$ cat config.mk
export PLATFORM = sky130hd
export DESIGN_NAME = pattern_engine
export DESIGN_NICKNAME = d
export VERILOG_FILES = /design/src/rtl/pe_pkg.sv /design/src/rtl/pe_ram.sv /design/src/rtl/pe_regs.sv /design/src/rtl/pe_seq.sv /design/src/rtl/pattern_engine.sv
export SDC_FILE = /design/constraint.sdc
export NUM_CORES = 2
export LEC_CHECK = 0
export CAP_MARGIN = 25
export CORE_AREA = 2 2 592 359
export CTS_CLUSTER_SIZE = 16
export DETAILED_ROUTE_END_ITERATION = 7
export DIE_AREA = 0 0 594 361
export SLEW_MARGIN = 40
export SYNTH_ARGS = -nofsm -noshare
export SYNTH_HDL_FRONTEND = slang
export SYNTH_HIERARCHICAL = 1
export SYNTH_SLANG_ARGS = --single-unit
$ cat constraint.sdc
create_clock -name clk_i -period 5.1 [get_ports clk_i]
set_input_delay 1.02 -clock clk_i [delete_from_list [all_inputs] [get_ports clk_i]]
set_output_delay 1.02 -clock clk_i [all_outputs]
set_load 0.01 [all_outputs]
$ cat src/rtl/pe_pkg.sv
package pe_pkg;
  typedef enum logic [1:0] {
    OP_NORMAL = 2'd0,
    OP_WRITE  = 2'd1,
    OP_READ   = 2'd2,
    OP_RUN    = 2'd3
  } op_e;
endpackage

$ cat src/rtl/pe_ram.sv
module pe_ram #(
  parameter int DATA_W   = 32,
  parameter int ADDR_W   = 6,
  parameter int STRB_W   = 4,
  parameter int LAST_BIT = 31
) (
  input  logic              clk_i,
  input  logic              we_i,
  input  logic [ADDR_W-1:0] waddr_i,
  input  logic [DATA_W-1:0] wdata_i,
  input  logic [ADDR_W-1:0] raddr_a_i,
  output logic [DATA_W-1:0] rdata_a_o,
  input  logic [ADDR_W-1:0] raddr_b_i,
  output logic [STRB_W-1:0] strb_b_o,
  output logic              last_b_o
);
  localparam int DEPTH = 1 << ADDR_W;

  logic [DATA_W-1:0] mem_q [DEPTH];
  logic [DATA_W-1:0] word_b;

  always_ff @(posedge clk_i) begin
    if (we_i) mem_q[waddr_i] <= wdata_i;
  end

  assign rdata_a_o = mem_q[raddr_a_i];
  assign word_b    = mem_q[raddr_b_i];
  assign strb_b_o  = word_b[STRB_W-1:0];
  assign last_b_o  = word_b[LAST_BIT];
endmodule

$ cat src/rtl/pe_regs.sv
module pe_regs
  import pe_pkg::*;
#(
  parameter int DATA_W = 32,
  parameter int MAD_W  = 6,
  parameter int OP_LSB = 28
) (
  input  logic              clk_i,
  input  logic              rst_ni,
  input  logic              bus_en_i,
  input  logic              bus_we_i,
  input  logic              bus_addr_i,
  input  logic [DATA_W-1:0] bus_wdata_i,
  input  logic              access_i,
  input  logic              busy_i,
  input  logic              done_i,
  input  logic [DATA_W-1:0] arr_rdata_i,
  output op_e               op_o,
  output logic [MAD_W-1:0]  mad_o,
  output logic [DATA_W-1:0] mdr_o,
  output logic              ram_we_o,
  output logic              start_o,
  output logic [DATA_W-1:0] rdata_o
);
  op_e              op_q, pend_op_q;
  logic [MAD_W-1:0] mad_q, pend_mad_q;
  logic             pend_v_q;
  logic [DATA_W-1:0] mdr_q;

  logic mode_wr, data_wr, arr_wr, arr_rd, hold;
  op_e  wr_op;

  assign mode_wr = bus_en_i && bus_we_i && !bus_addr_i;
  assign data_wr = bus_en_i && bus_we_i &&  bus_addr_i;
  assign wr_op   = op_e'(bus_wdata_i[OP_LSB+1:OP_LSB]);
  assign arr_wr  = access_i && (op_q == OP_WRITE);
  assign arr_rd  = access_i && (op_q == OP_READ);
  assign start_o = access_i && (op_q == OP_RUN) && !busy_i;
  // a starting run counts as busy so the mode cannot move under it
  assign hold    = busy_i || start_o;

  always_ff @(posedge clk_i or negedge rst_ni) begin
    if (!rst_ni) begin
      op_q       <= OP_NORMAL;
      mad_q      <= '0;
      pend_op_q  <= OP_NORMAL;
      pend_mad_q <= '0;
      pend_v_q   <= 1'b0;
    end else if (mode_wr && !hold) begin
      op_q  <= wr_op;
      mad_q <= bus_wdata_i[MAD_W-1:0];
    end else if (mode_wr && done_i) begin
      op_q     <= wr_op;
      mad_q    <= bus_wdata_i[MAD_W-1:0];
      pend_v_q <= 1'b0;
    end else if (mode_wr) begin
      pend_op_q  <= wr_op;
      pend_mad_q <= bus_wdata_i[MAD_W-1:0];
      pend_v_q   <= 1'b1;
    end else if (done_i && pend_v_q) begin
      op_q     <= pend_op_q;
      mad_q    <= pend_mad_q;
      pend_v_q <= 1'b0;
    end else if (arr_wr || arr_rd) begin
      mad_q <= mad_q + 1'b1;
    end
  end

  always_ff @(posedge clk_i or negedge rst_ni) begin
    if (!rst_ni)      mdr_q <= '0;
    else if (data_wr) mdr_q <= bus_wdata_i;
    else if (arr_rd)  mdr_q <= arr_rdata_i;
  end

  always_comb begin
    rdata_o = '0;
    if (bus_addr_i) begin
      rdata_o = mdr_q;
    end else begin
      rdata_o[OP_LSB+1:OP_LSB] = op_q;
      rdata_o[MAD_W-1:0]       = mad_q;
    end
  end

  assign op_o     = op_q;
  assign mad_o    = mad_q;
  assign mdr_o    = mdr_q;
  assign ram_we_o = arr_wr;


  mad_step_chk: assert property (@(posedge clk_i) disable iff (!rst_ni)
    (arr_wr || arr_rd) && !mode_wr |=> mad_q == $past(mad_q) + 1'b1);


  op_hold_chk: assert property (@(posedge clk_i) disable iff (!rst_ni)
    busy_i && !done_i |=> op_q == $past(op_q));


  normal_idle_chk: assert property (@(posedge clk_i) disable iff (!rst_ni)
    access_i && op_q == OP_NORMAL && !bus_en_i |=> $stable(mad_q) && $stable(mdr_q));
endmodule

$ cat src/rtl/pe_seq.sv
module pe_seq #(
  parameter int ADDR_W = 6,
  parameter int STRB_W = 4
) (
  input  logic              clk_i,
  input  logic              rst_ni,
  input  logic              start_i,
  input  logic [ADDR_W-1:0] start_addr_i,
  input  logic [STRB_W-1:0] word_strb_i,
  input  logic              word_last_i,
  output logic [ADDR_W-1:0] pc_o,
  output logic              busy_o,
  output logic              done_o,
  output logic [STRB_W-1:0] strb_o
);
  logic [ADDR_W-1:0] pc_q;
  logic              busy_q;

  always_ff @(posedge clk_i or negedge rst_ni) begin
    if (!rst_ni) begin
      pc_q   <= '0;
      busy_q <= 1'b0;
    end else if (start_i) begin
      pc_q   <= start_addr_i;
      busy_q <= 1'b1;
    end else if (busy_q) begin
      pc_q <= pc_q + 1'b1;
      if (word_last_i) busy_q <= 1'b0;
    end
  end

  assign pc_o   = pc_q;
  assign busy_o = busy_q;
  assign done_o = busy_q && word_last_i;
  assign strb_o = busy_q ? word_strb_i : '0;


  run_start_chk: assert property (@(posedge clk_i) disable iff (!rst_ni)
    start_i |=> busy_q && pc_q == $past(start_addr_i));


  word_step_chk: assert property (@(posedge clk_i) disable iff (!rst_ni)
    busy_q && !word_last_i |=> busy_q && pc_q == $past(pc_q) + 1'b1);


  stop_chk: assert property (@(posedge clk_i) disable iff (!rst_ni)
    busy_q && word_last_i && !start_i |=> !busy_q);
endmodule

$ cat src/rtl/pattern_engine.sv
module pattern_engine
  import pe_pkg::*;
#(
  parameter int DATA_W   = 32,
  parameter int MAD_W    = 6,
  parameter int STRB_W   = 4,
  parameter int OP_LSB   = 28,
  parameter int LAST_BIT = DATA_W - 1
) (
  input  logic              clk_i,
  input  logic              rst_ni,
  input  logic              bus_en_i,
  input  logic              bus_we_i,
  input  logic              bus_addr_i,
  input  logic [DATA_W-1:0] bus_wdata_i,
  output logic [DATA_W-1:0] bus_rdata_o,
  input  logic              access_i,
  output logic [STRB_W-1:0] strb_o,
  output logic              busy_o
);
  op_e               op;
  logic [MAD_W-1:0]  mad, pc;
  logic [DATA_W-1:0] mdr, arr_rdata;
  logic              ram_we, start, done, word_last;
  logic [STRB_W-1:0] word_strb;

  pe_regs #(.DATA_W(DATA_W), .MAD_W(MAD_W), .OP_LSB(OP_LSB)) u_regs (
    .clk_i, .rst_ni, .bus_en_i, .bus_we_i, .bus_addr_i, .bus_wdata_i,
    .access_i,
    .busy_i     (busy_o),
    .done_i     (done),
    .arr_rdata_i(arr_rdata),
    .op_o       (op),
    .mad_o      (mad),
    .mdr_o      (mdr),
    .ram_we_o   (ram_we),
    .start_o    (start),
    .rdata_o    (bus_rdata_o)
  );

  pe_ram #(.DATA_W(DATA_W), .ADDR_W(MAD_W), .STRB_W(STRB_W), .LAST_BIT(LAST_BIT)) u_ram (
    .clk_i,
    .we_i      (ram_we),
    .waddr_i   (mad),
    .wdata_i   (mdr),
    .raddr_a_i (mad),
    .rdata_a_o (arr_rdata),
    .raddr_b_i (pc),
    .strb_b_o  (word_strb),
    .last_b_o  (word_last)
  );

  pe_seq #(.ADDR_W(MAD_W), .STRB_W(STRB_W)) u_seq (
    .clk_i, .rst_ni,
    .start_i      (start),
    .start_addr_i (mad),
    .word_strb_i  (word_strb),
    .word_last_i  (word_last),
    .pc_o         (pc),
    .busy_o       (busy_o),
    .done_o       (done),
    .strb_o       (strb_o)
  );


  busy_run_chk: assert property (@(posedge clk_i) disable iff (!rst_ni)
    busy_o |-> op == OP_RUN);


  no_restart_chk: assert property (@(posedge clk_i) disable iff (!rst_ni)
    busy_o && access_i && !done |=> busy_o && pc == $past(pc) + 1'b1);
endmodule

; Word-level counts from Yosys, hierarchy flattened
; Memories as Yosys holds them, arrays and structs flattened.
; Cells that the tools add are included.
[totals]
ff_bits = 56
n_memories = 1
ramBits = 2048
latchBits = 0
in_bits = 38
romBits = 0
wordCells = 68
[classes]
n_shift = 0
n_mux = 26
eq_ne = 4
add_sub_neg = 2
order_cmp = 0
n_div = 0
multipliers = 0
reduce_logical = 25
bitwise_logic = 2
[mem_list]
columns = memory, words, word_bits, rd, rd_clocked_by_memory_dff, write_ports, line
row1 = u_ram.mem_q, 64, 32, 2, 0, 1, pe_ram.sv:19  ; logic [DATA_W-1:0] mem_q [DEPTH];
[op_table]
columns = op, n
row1 = 32-bit two-way mux, 2
row2 = 6-bit two-way mux, 8
row3 = 22-bit two-way mux, 1
row4 = "6-bit by 1-bit adder with 6-bit output, second input constant", 2
row5 = 2-bit two-way mux, 6
row6 = 1-bit logical AND, 11
row7 = 1-bit two-way mux, 8
row8 = 2-bit AND reduction, 3
row9 = 3-bit nonzero test, 2
row10 = "2-bit == test, second input constant", 2
row11 = 4-bit two-way mux, 1
row12 = 2-bit nonzero test, 2
row13 = 4-bit nonzero test, 1
row14 = 1-bit zero test, 3
row15 = "3-bit inequality test, second input constant", 1
row16 = 3-bit AND reduction, 1
row17 = "2-bit by 1-bit == test with 1-bit output, second input constant", 1
row18 = 1-bit logical OR, 2
row19 = 1-bit inverter, 2

; Logic depth before layout (Yosys ltp)
[logic_depth]
word_depth = 8
ltp_mapped = 14
mapped_depth_nobuf = 11

; By module
; Netlist, hierarchy kept.
[by_module_without_submodules]
columns = module, area_per_inst_um2, instances, seq_area_each_um2, cells_each
row1 = pe_ram, 80034.3, 1, 61499.0, 3500
row2 = pe_regs, 2726.4, 1, 1226.2, 289
row3 = pe_seq, 390.4, 1, 175.2, 42

; Least setup slack after synthesis
; Ideal clock, no wire load.
[synth_path]
kind = input to register
from = input access_i
to = memory u_ram.mem_q[49][0], enable pin
path_slack_ps = 860
path_buffers = 0
arrival_time_ps = 3780
setup_time_ps = 461
path_stages = 4
path_cell_list = nand2_1 nor2_1 nand4_1 nor3_1
[synth_between]
elab_chain_len = 3
[synth_lines]
columns = item, line
row1 = from (decl), pattern_engine.sv:17  ; input logic access_i,
row2 = 1-bit logical AND, pe_regs.sv:36  ; assign arr_wr = access_i && (op_q == OP_WRITE);
row3 = net ram_we, pattern_engine.sv:24  ; logic ram_we, start, done, word_last;
row4 = 1-bit two-way mux, pe_ram.sv:23  ; if (we_i) mem_q[waddr_i] <= wdata_i;
row5 = 1-bit two-way mux (implied by the code), pe_ram.sv:23
row6 = to (decl), pe_ram.sv:19
; The timed path passes the listed nets, and every way through them passes these cells.

; Worst setup path in the final report
[layout_path]
from = register u_seq.pc_q[1], in the netlist u_seq/pc_o[1]
to = output strb_o[2]
[layout_between]
elab_chain_len = 2
[layout_lines]
columns = item, line
row1 = from (decl), pe_seq.sv:16  ; logic [ADDR_W-1:0] pc_q;
row2 = from (signal assigned), pe_seq.sv:24  ; pc_q <= start_addr_i;
row3 = from (signal assigned), pe_seq.sv:27  ; pc_q <= pc_q + 1'b1;
row4 = memory 64 x 32 bit, -
row5 = net word_strb[2], pattern_engine.sv:25  ; logic [STRB_W-1:0] word_strb;
row6 = 4-bit two-way mux, pe_seq.sv:35  ; assign strb_o = busy_q ? word_strb_i : '0;
row7 = to (decl), pattern_engine.sv:18  ; output logic [STRB_W-1:0] strb_o,
; The timed path passes the listed nets, and every way through them passes these cells.

==> results.py <==
metrics = {
    "final_layout": {
        "final_cells": 7039,
        "layout-drive-gt1-share_pct": 29.3,
        "stdcell_area_um2": 95100,
        "fin_util_pct": 45.7,
        "final_nets": 4158,
        "area_growth_pct": 14.4,
        "final_cell_mix": "edfxtp_1 (2,048), mux4_2 (589), buf_4 (192)",
        "layout_commonest_cell": "edfxtp_1",
    },
    "floorplan": {
        "start_util_pct": 39.9,
        "die_x_um": 594,
        "fp.dieArea_um2": 214000,
        "die_h_um": 361,
        "row_count": 130,
        "core_um2": 208000,
        "io_pins": 75,
    },
    "placed_design": {
        "dp.cells": 6690,
        "dp_hpwl_um": 154000,
        "place_congestion": 0.905,
        "post_dp_cell_area_um2": 89200,
        "io_buffer_count": 74,
        "dp_slack_ns": 0.798,
    },
    "synth": {
        "synth_compound_area_share_pct": 3.21,
        "synth_area_um2": 83200,
        "synth-edff-count": 2048,
        "synth_top_family_by_area": "multiplexers",
        "synth_mux_area_share_pct": 17.0,
        "synth-adder-area-share_pct": 0.0301,
        "yosys.area_share.simple_pct": 2.45,
        "synthArstFlopShare_pct": 2.66,
        "synth.net_count": 3871,
        "ys.flop_type": "edfxtp_1",
        "seq_area_frac_synth_pct": 75.6,
        "syn_avg_cell_area_um2": 21.7,
        "yosys_warnings": 6,
        "ys_types": 59,
        "ys_ff_latch": 2104,
        "syn_inst": 3831,
        "synth_xor_area_share_pct": 0.0948,
    },
    "cts": {
        "htreeDepth": 4,
        "clk_pin_slew_ns": 0.06,
        "cts_buffer_depth": 4,
        "clock-sinks": 2104,
        "cts_buffers": 190,
        "clockRootBuffer": "clkbuf_16",
        "clk_latency_ns": 0.85,
        "cts_tree": "done",
    },
    "sta": {
        "slew_viol_final": 0,
        "slew_headroom_pct": 41.9,
        "max_freq_ghz": 0.203,
        "rsz0062_at_grt": "false",
        "worstMarginPinSlew_ns": 0.864,
        "hold_viol_final": 0,
        "whs_ns": 0.184,
        "fin_crit_sh_pct": 96.7,
        "fin_ws_ns": 0.166,
        "setup_viol": 0,
        "setup_tns_ns": 0,
        "clock_skew_ns": 0.0379,
        "layout_min_cycle_time_ns": 4.93,
    },
    "global_route": {
        "globalRoute.totalOverflow": 0,
        "grt.total_usage_pct": 22.4,
        "grt_pass1_wl_um": 336000,
        "grt_max_degree": 81,
        "grt_pass1_vias": 41200,
        "antenna_found_initial": 17,
    },
    "route": {
        "drt-initial-drc-count": 6474,
        "wl_um": 244000,
        "avgRoutedWirePerCell_um": 34.6,
        "drc": 0,
        "drt-pass1-iter-count": 5,
        "ant_nets": 0,
        "viasPerCell": 6.15,
        "num_vias": 43300,
    },
    "power_and_ir_drop": {
        "finalPower_mw": 55.8,
        "p_per_area_nw_per_um2": 587,
        "p_leak_nw": 29.7,
        "irDropWorstVdd_mv": 0.612,
    },
    "run": {
        "cap_violations": 0,
    },
    "setup_path": {
        "reg2reg_depth": 10,
        "end_kind": "primary output",
        "cp.arrival_ns": 3.91,
        "reg2reg_from": "u_seq/pc_o[0]$_DFFE_PN0P_",
        "critPathRequiredTime_ns": 4.08,
        "cp_max_fo": 53,
        "critPathKind": "flip-flop to primary output",
        "critPathLaunchType": "flip-flop",
        "r2r-end": "u_regs/mad_o[1]$_DFFE_PN0P_",
        "r2r_slack_ns": 1.23,
    },
    "min_path": {
        "hold_class": "input port to async pin",
    },
    "outcome": {
        "status": "complete, no violations",
    },
}
==> logic make-up after synthesis <==
logic type | count (synthesis)
fa+ha+maj | 2
mux | 672
buf+inv | 238
simple gates | 421
xor+xnor | 9
compound gates | 385
flops | 2104
==> layout make-up <==
type / instances / area (um^2)
Fill cell: 17200 / 113000
Sequential cell: 2104 / 63000
Multi-Input combinational cell: 1489 / 19500
Clock buffer: 236 / 4960
Tap cell: 2772 / 3470
Timing Repair Buffer: 330 / 3400
Clock inverter: 91 / 746
Antenna cell: 14 / 35.0
Inverter: 3 / 11.3
==> synth_stat cells, drive strengths merged, types with 39 or more instances <==
cell type  count  area [um^2]
o22ai        137          857
nand2        130          488
buf          146          937
clkbuf        89          335
o21ai         48          240
dfrtp         56         1400
nor2         109          419
mux2i         70          701
edfxtp      2048        61500
o221ai        67          587
mux4         592        13300
and2          41          257
a21oi         39          221
==> per-layer routing <==
layer / track usage (%) / routed length (um) / vias up
li1: - / - / 16900
met1: 34.7 / 107000 / 23400
met2: 29.1 / 96600 / 2630
met3: 9.40 / 35300 / 272
met4: 4.42 / 4680 / 10
met5: 0.777 / 463 / -
==> what timing repair did <==
item,CTS,global route
hold buffers,0,0
gates resized for setup,1,1
endpoints found under the setup margin,2,1
setup buffers,1,0
==> worst max-delay path, stage by stage (launching register included) <==
cell and delay, ns:
dfrtp_4 0.68, buf_12 0.37, mux4_2 0.37, a2111oi_1 0.64, nor3_1 0.09, a22o_1 0.28
and2_1 0.18, clkdlybuf4s50_1 0.48
==> registers in the layout (all words and copies together), names as in the netlist <==
register           flops
u_regs/mdr_o          32
u_seq/busy_o           1
u_ram/mem_q         2048
u_regs/pend_mad_q      6
u_seq/pc_o             6
u_regs/mad_o           6
u_regs/op_o            2
u_regs/pend_op_q       2
u_regs/pend_v_q        1
==> power by group <==
part	leakage [nW]	internal [mW]	switching [mW]
registers	19.2	21.8	1.32
clock network	2.78	7.47	6.19
logic	7.73	7.01	12.0
==> worst max-delay path by stage <==
stage	cells after the start	slack, ns	endpoint	from
final	7	0.17	strb_o[2]	u_seq/pc_o[1]$_DFFE_PN0P_
after global routing	7	0.03	strb_o[2]	u_seq/pc_o[0]$_DFFE_PN0P_
after CTS	7	0.11	strb_o[1]	u_seq/pc_o[0]$_DFFE_PN0P_
after detailed placement	7	0.80	strb_o[2]	u_seq/pc_o[0]$_DFFE_PN0P_
after global placement	7	0.59	strb_o[1]	u_seq/pc_o[0]$_DFFE_PN0P_
after floorplan	4	0.86	u_ram/mem_q[49][0]$_DFFE_PP_	access_i
(Power assumes the default switching activity.)
